### config.mk
export PLATFORM = sky130hd
export DESIGN_NAME = tfsm_shiftset
export DESIGN_NICKNAME = d
export VERILOG_FILES = /design/src/rtl/tfsm_pkg.sv /design/src/rtl/tfsm_func_next.sv /design/src/rtl/tfsm_shift_next.sv /design/src/rtl/tfsm_out_dec.sv /design/src/rtl/tfsm_shiftset.sv
export SDC_FILE = /design/constraint.sdc
export NUM_CORES = 1
export LEC_CHECK = 0
export BUFFER_PORTS_ARGS = -buffer_cell sky130_fd_sc_hd__buf_4
export CAP_MARGIN = 10
export CORE_AREA = 2 2 39 41
export CTS_BUF_LIST = sky130_fd_sc_hd__clkbuf_8
export CTS_CLUSTER_SIZE = 24
export DETAILED_ROUTE_END_ITERATION = 10
export DIE_AREA = 0 0 41 43
export PLACE_DENSITY = 0.52
export SYNTH_ARGS = -nofsm -noshare
export SYNTH_HDL_FRONTEND = slang
export SYNTH_SLANG_ARGS = --single-unit
### constraint.sdc
create_clock -name clk_i -period 2.7 [get_ports clk_i]
set_input_delay 0.27 -clock clk_i [delete_from_list [all_inputs] [get_ports clk_i]]
set_output_delay 0.27 -clock clk_i [all_outputs]
set_load 0.03 [all_outputs]
### src/rtl/tfsm_pkg.sv
`timescale 1ns/1ps
package tfsm_pkg;
    localparam int NUM_STATES = 6;
    localparam int STATE_W    = $clog2(NUM_STATES);
    localparam int SYM_W      = 2;
    localparam int CTL_W      = 4;

    typedef enum logic [STATE_W-1:0] {
        ST_IDLE  = 3'd0,
        ST_ARM   = 3'd1,
        ST_LOAD  = 3'd2,
        ST_RUN   = 3'd3,
        ST_DRAIN = 3'd4,
        ST_FAULT = 3'd5
    } state_e;

    typedef enum logic [SYM_W-1:0] {
        SY_NOP   = 2'd0,
        SY_GO    = 2'd1,
        SY_ACK   = 2'd2,
        SY_ABORT = 2'd3
    } sym_e;

    localparam state_e SAFE_STATE = ST_IDLE;

    localparam logic [CTL_W-1:0] CTL_IDLE  = 4'b0000;
    localparam logic [CTL_W-1:0] CTL_ARM   = 4'b0001;
    localparam logic [CTL_W-1:0] CTL_LOAD  = 4'b0011;
    localparam logic [CTL_W-1:0] CTL_RUN   = 4'b0101;
    localparam logic [CTL_W-1:0] CTL_DRAIN = 4'b0111;
    localparam logic [CTL_W-1:0] CTL_ERR   = 4'b1000;
endpackage

### src/rtl/tfsm_func_next.sv
`timescale 1ns/1ps
module tfsm_func_next
    import tfsm_pkg::*;
(
    input  logic [STATE_W-1:0] cur_i,
    input  logic [SYM_W-1:0]   sym_i,
    output logic [STATE_W-1:0] nxt_o
);
    state_e cur;
    sym_e   sym;
    state_e nxt;

    always_comb begin
        cur = state_e'(cur_i);
        sym = sym_e'(sym_i);
        nxt = SAFE_STATE;
        unique case (cur)
            ST_IDLE: begin
                if (sym == SY_GO) nxt = ST_ARM;
                else              nxt = ST_IDLE;
            end
            ST_ARM: begin
                unique case (sym)
                    SY_ACK:   nxt = ST_LOAD;
                    SY_ABORT: nxt = ST_IDLE;
                    default:  nxt = ST_ARM;
                endcase
            end
            ST_LOAD: begin
                unique case (sym)
                    SY_GO:    nxt = ST_RUN;
                    SY_ABORT: nxt = ST_FAULT;
                    default:  nxt = ST_LOAD;
                endcase
            end
            ST_RUN: begin
                unique case (sym)
                    SY_ACK:   nxt = ST_DRAIN;
                    SY_ABORT: nxt = ST_FAULT;
                    default:  nxt = ST_RUN;
                endcase
            end
            ST_DRAIN: begin
                unique case (sym)
                    SY_ACK:   nxt = ST_IDLE;
                    SY_GO:    nxt = ST_LOAD;
                    SY_ABORT: nxt = ST_FAULT;
                    default:  nxt = ST_DRAIN;
                endcase
            end
            ST_FAULT: begin
                if (sym == SY_ACK) nxt = ST_IDLE;
                else               nxt = ST_FAULT;
            end
            default: nxt = SAFE_STATE;
        endcase
        nxt_o = nxt;
    end
endmodule

### src/rtl/tfsm_shift_next.sv
`timescale 1ns/1ps
module tfsm_shift_next #(
    parameter int W = 3
) (
    input  logic [W-1:0] cur_i,
    input  logic         ser_i,
    output logic [W-1:0] nxt_o
);
    assign nxt_o[0] = ser_i;
    for (genvar i = 1; i < W; i++) begin : g_stage
        assign nxt_o[i] = cur_i[i-1];
    end
endmodule

### src/rtl/tfsm_out_dec.sv
`timescale 1ns/1ps
module tfsm_out_dec
    import tfsm_pkg::*;
(
    input  logic [STATE_W-1:0] cur_i,
    output logic [CTL_W-1:0]   ctl_o
);
    state_e cur;

    always_comb begin
        cur = state_e'(cur_i);
        unique case (cur)
            ST_IDLE:  ctl_o = CTL_IDLE;
            ST_ARM:   ctl_o = CTL_ARM;
            ST_LOAD:  ctl_o = CTL_LOAD;
            ST_RUN:   ctl_o = CTL_RUN;
            ST_DRAIN: ctl_o = CTL_DRAIN;
            ST_FAULT: ctl_o = CTL_ERR;
            default:  ctl_o = CTL_ERR;
        endcase
    end
endmodule

### src/rtl/tfsm_shiftset.sv
`timescale 1ns/1ps
module tfsm_shiftset
    import tfsm_pkg::*;
(
    input  logic               clk_i,
    input  logic               rst_i,
    input  logic [SYM_W-1:0]   sym_i,
    input  logic               set_en_i,
    input  logic               ser_i,
    output logic [CTL_W-1:0]   ctl_o,
    output logic [STATE_W-1:0] state_o
);
    logic [STATE_W-1:0] state_q;
    logic [STATE_W-1:0] func_nxt;
    logic [STATE_W-1:0] shift_nxt;

    tfsm_func_next i_func (
        .cur_i (state_q),
        .sym_i (sym_i),
        .nxt_o (func_nxt)
    );

    tfsm_shift_next #(.W(STATE_W)) i_shift (
        .cur_i (state_q),
        .ser_i (ser_i),
        .nxt_o (shift_nxt)
    );

    always_ff @(posedge clk_i) begin
        if (rst_i)         state_q <= SAFE_STATE;
        else if (set_en_i) state_q <= shift_nxt;
        else               state_q <= func_nxt;
    end

    tfsm_out_dec i_out (
        .cur_i (state_q),
        .ctl_o (ctl_o)
    );

    assign state_o = state_q;
endmodule

======== After elaboration in Yosys (flattened, before gate mapping) ========
Index checks and enable logic that the tools add are counted.
storage, ports and cells
  bits of input ports ..................... 6
  register bits after elaboration ......... 3
  output and inout bits ................... 7
operators by class
  muxes and demuxes ....................... 9
  equality and inequality tests ........... 8
  reductions and logical operators ........ 1
operators by type and width
  kind                  count
  $pmux W4 S5           1
  $pmux W3 S6           1
  $pmux W3 S2           2
  $pmux W3 S3           1
  $eq A3 B2 Y1 const B  2
  $eq A3 B3 Y1 const B  2
  $mux W3               2
  $eq A2 B2 Y1 const B  2
  $pmux W2 S2           1
  $eq A3 B1 Y1 const B  1
  $logic_not A3 Y1      1
  $eq A2 B1 Y1 const B  1
  $mux W1               1

======== Logic depth before layout (Yosys ltp) ========
  word-level depth ........................ 4
  gate-level depth with buffers ........... 6
  depth with buffers taken out ............ 6

======== Modules after synthesis ========
From an unflattened synthesis, not the netlist that was laid out.
unflattened totals
  cells, all modules ...................... 42
  area total of the unflattened synthesis .. 346.6 um2
modules (own cells, without submodules)
  module           times used  cells an instance  area an instance (um2)
  tfsm_func_next   1           23                 178.9
  tfsm_shiftset    1           9                  101.3
  tfsm_out_dec     1           7                  43.8
  tfsm_shift_next  1           3                  22.5

======== Least setup slack after synthesis ========
No wires, ideal clock.
  path type ............................... reg-to-output
  start ................................... register state_q[1] (netlist: state_o[1])
  end ..................................... output ctl_o[0]
  stages on the path, launching flop included .. 5
  arrival time ............................ 1.527 ns
  path slack .............................. 0.903 ns
  cells stage by stage .................... dfxtp_1 buf_2 nor2_1 nor2_1 nor2_1
on the way
  word-level cells in the longest chain between the ends .. 2
ends and longest elaborated chain
  what                                        line                 RTL
  start: declaration                          tfsm_shiftset.sv:13  logic [STATE_W-1:0] state_q;
  start signal: assignment                    tfsm_shiftset.sv:31  else if (set_en_i) state_q <= shift_nxt;
  start signal: assignment                    tfsm_shiftset.sv:32  else state_q <= func_nxt;
  $eq A3 B3 Y1, or another cell as far along  tfsm_out_dec.sv:12   unique case (cur)
  $pmux W4 S5 (*)                             tfsm_out_dec.sv:12
  end: declaration                            tfsm_shiftset.sv:10  output logic [CTL_W-1:0] ctl_o,
Mark *: on every way between the ends. The rest lies on a longest branch, timed or not.

======== Worst setup path in the final report ========
  start ................................... register state_q[1] (netlist: state_o[1])
  end ..................................... output ctl_o[1]
The elaborated chain is that of the path after synthesis.

==> flow_summary.ini <==
[die]
core_area_mm2 = 0.001384
initial_core_util_pct = 25.59
io_pins = 13
die_h_um = 43
die_w_um = 41
num_rows = 14
dieArea_mm2 = 0.001763

[power]
switchingPower_w = 0.00007736
sequentialPowerShare_pct = 22.1
power.share.switching_pct = 30.70
leakagePower_nw = 0.2268
peakVddDrop_v = 0.0001514
comb_power_share_pct = 28.1
intPower_w = 0.0001747
pwr-share-clk_pct = 49.7
power.density_mw_per_mm2 = 511.2

[yosys]
yosysUniqueCellTypes = 22
ys_seq_area_share_pct = 16.96
ys_top_cells_by_area = ha_1 (18%), dfxtp_1 (17%), inv_1 (7.4%), nor2_1 (7.4%), o21ai_0 (5.7%)
netlist_area_um2 = 354.1
ys_warn_count = 0
synthArstFlopShare_pct = 0
synth_area_leader_cell = ha_1
synth-edff-count = 0
synth_seq_cells = 3
yosys.area.top_type_share_pct = 17.67
synth_ff_type = dfxtp_1
netlist_instances = 49
avgSynthCellArea_um2 = 7.226
syn_nets = 60

[clocking]
post_cts_buffers = 0
clk_pin_slew_ns = 0.03
root_buffer = clkbuf_8
clock_sinks = 3
tritoncts = built
cts_hold_buf = 0
htree_levels = 1
cts_resized = 0
numCtsBuffers = 3
insertion_delay_ns = 0.22
clockBufferDepth = 2

[critical_path]
cp.arrival_ns = 1.30
required_ns = 2.43
setup.worst_path.class = reg2out
critPathLaunchType = flop
endpoint_kind = output pin
critPathMaxFanout = 12

[grt]
top_usage_layer = met2
grt_max_degree = 13
grt.total_usage_pct = 9.810
use_met2_pct = 13.75
antenna_found_initial = 0
grtUsageMet3_pct = 4.712
grt_pass1_wl_um = 1124
gr-total-overflow = 0
grt_util_met1_pct = 10.51
first_global_vias = 288

[sta]
fmax_mhz = 636.0
post-route-min-period_ns = 1.572
maxSlewViolCount = 0
worst_pin_slew_ns = 0.3616
grt_setup_unrepaired = no
hold_violations = 0
clock-skew-final_ns = 0.003800
relSlewSlack_pct = 75.27
finalCritPeriodShare_pct = 58.24
setup_slack_ns = 1.128
setup_viol = 0
setup_tns_ns = 0

[routing]
dr.pass1.iters = 4
avgViaCountPerCell = 4.949
routed_wl_um = 817
vias = 391
wl_per_cell_um = 10.34
ant_nets = 0
drt_iter0_drc = 4
drc_errors = 0

[outcome]
status = finished clean

[final_layout]
syn_to_final_growth_pct = 39.22
largest_reg_flops = 3
final_area_um2 = 493.0
drive_gt1_share_pct = 23.81
final_common_cell = buf_4
antenna_cells = 0
mostFrequentLayoutCells = buf_4 (12), inv_1 (8), nor2_1 (7), ha_1 (5), o21ai_0 (4)
fin_nets = 75
fillers = 140

[placement]
hpwl_um = 593.7
gp_congestion = 0.7938
dpl-instance-area_um2 = 447.9
place_ws_ns = 1.273
portBuffers = 12

[hold_path]
min_path_type = in2reg

[flow_run]
drv_cap = 0
[cell usage after synthesis, types with 2 or more instances]
library cell and instances:
a211oi_1 2, dfxtp_1 3, ha_1 5, inv_1 7, nand2_1 2, nand2b_1 2, nand3b_1 2, nor2_1 7
o21ai_0 4, o22ai_1 3
[worst max-delay path, cell delays in order, from the launching register on]
cell      delay [ns]
dfxtp_1         0.52
nand2b_1        0.22
a21oi_1         0.17
buf_4           0.18
[power by group through the flow]
stage | logic (W) | registers, W | clock network, W
after floorplan | 0.0000462 | 0.0000569 | 0
after global placement | 0.0000710 | 0.0000564 | 0
after detailed placement | 0.0000712 | 0.0000563 | 0
after CTS | 0.0000712 | 0.0000558 | 0.000129
after global routing | 0.0000768 | 0.0000568 | 0.000134
final | 0.0000709 | 0.0000557 | 0.000125
[area by class of cell]
class,instances,area [um2],area share [%]
tap,16,20.02,4.061
timing repair buffer,12,90.09,18.27
multi-input combinational,37,251.5,51.02
sequential,3,60.06,12.18
inverter,7,26.28,5.330
clock inverter,1,3.754,0.7614
clock buffer,3,41.29,8.376
[cell families (layout without fill, tap and decap cells)]
kind of cell	count (synthesis)	in the layout	share of synthesized area, %
adders and majority gates	5	5	17.67
and+or+nand+nor	16	16	23.32
AOI/OAI and AO/OA	16	16	30.03
DFF	3	3	16.96
buffers and inverters	9	23	12.01
[per-stage QoR]
stage | hold slack [ns] | std cells | util, % | power, W
2_1_floorplan | 0.3424 | 49 | - | 0.0001031
5_1_grt | 0.2449 | 79 | 35.62 | 0.0002672
3_3_place_gp | 0.4596 | 75 | 32.37 | 0.0001274
6_report | 0.2420 | 79 | 35.62 | 0.0002520
3_5_place_dp | 0.4614 | 75 | 32.37 | 0.0001275
4_1_cts | 0.2397 | 79 | 35.62 | 0.0002556
[path summary, 6_finish.rpt]
check	start	endpoint	slack, ns	cells past startpoint
setup / recovery	state_o[1]$_SDFF_PP0_	ctl_o[1]	1.13	3
hold / removal	rst_i	state_o[1]$_SDFF_PP0_	0.24	2
hold reg to reg	state_o[1]$_SDFF_PP0_	state_o[2]$_SDFF_PP0_	0.66	2
setup reg to reg	state_o[1]$_SDFF_PP0_	state_o[0]$_SDFF_PP0_	1.36	4
[metal layers]
layer / routed length, um / part of all wire (%) / vias up
met5: 0 / 0 / -
met4: 13 / 1.6 / 0
met3: 74 / 9.1 / 2
met2: 349 / 43 / 15
met1: 379 / 46 / 173
li1: - / - / 201
(Power assumes the default switching activity.)
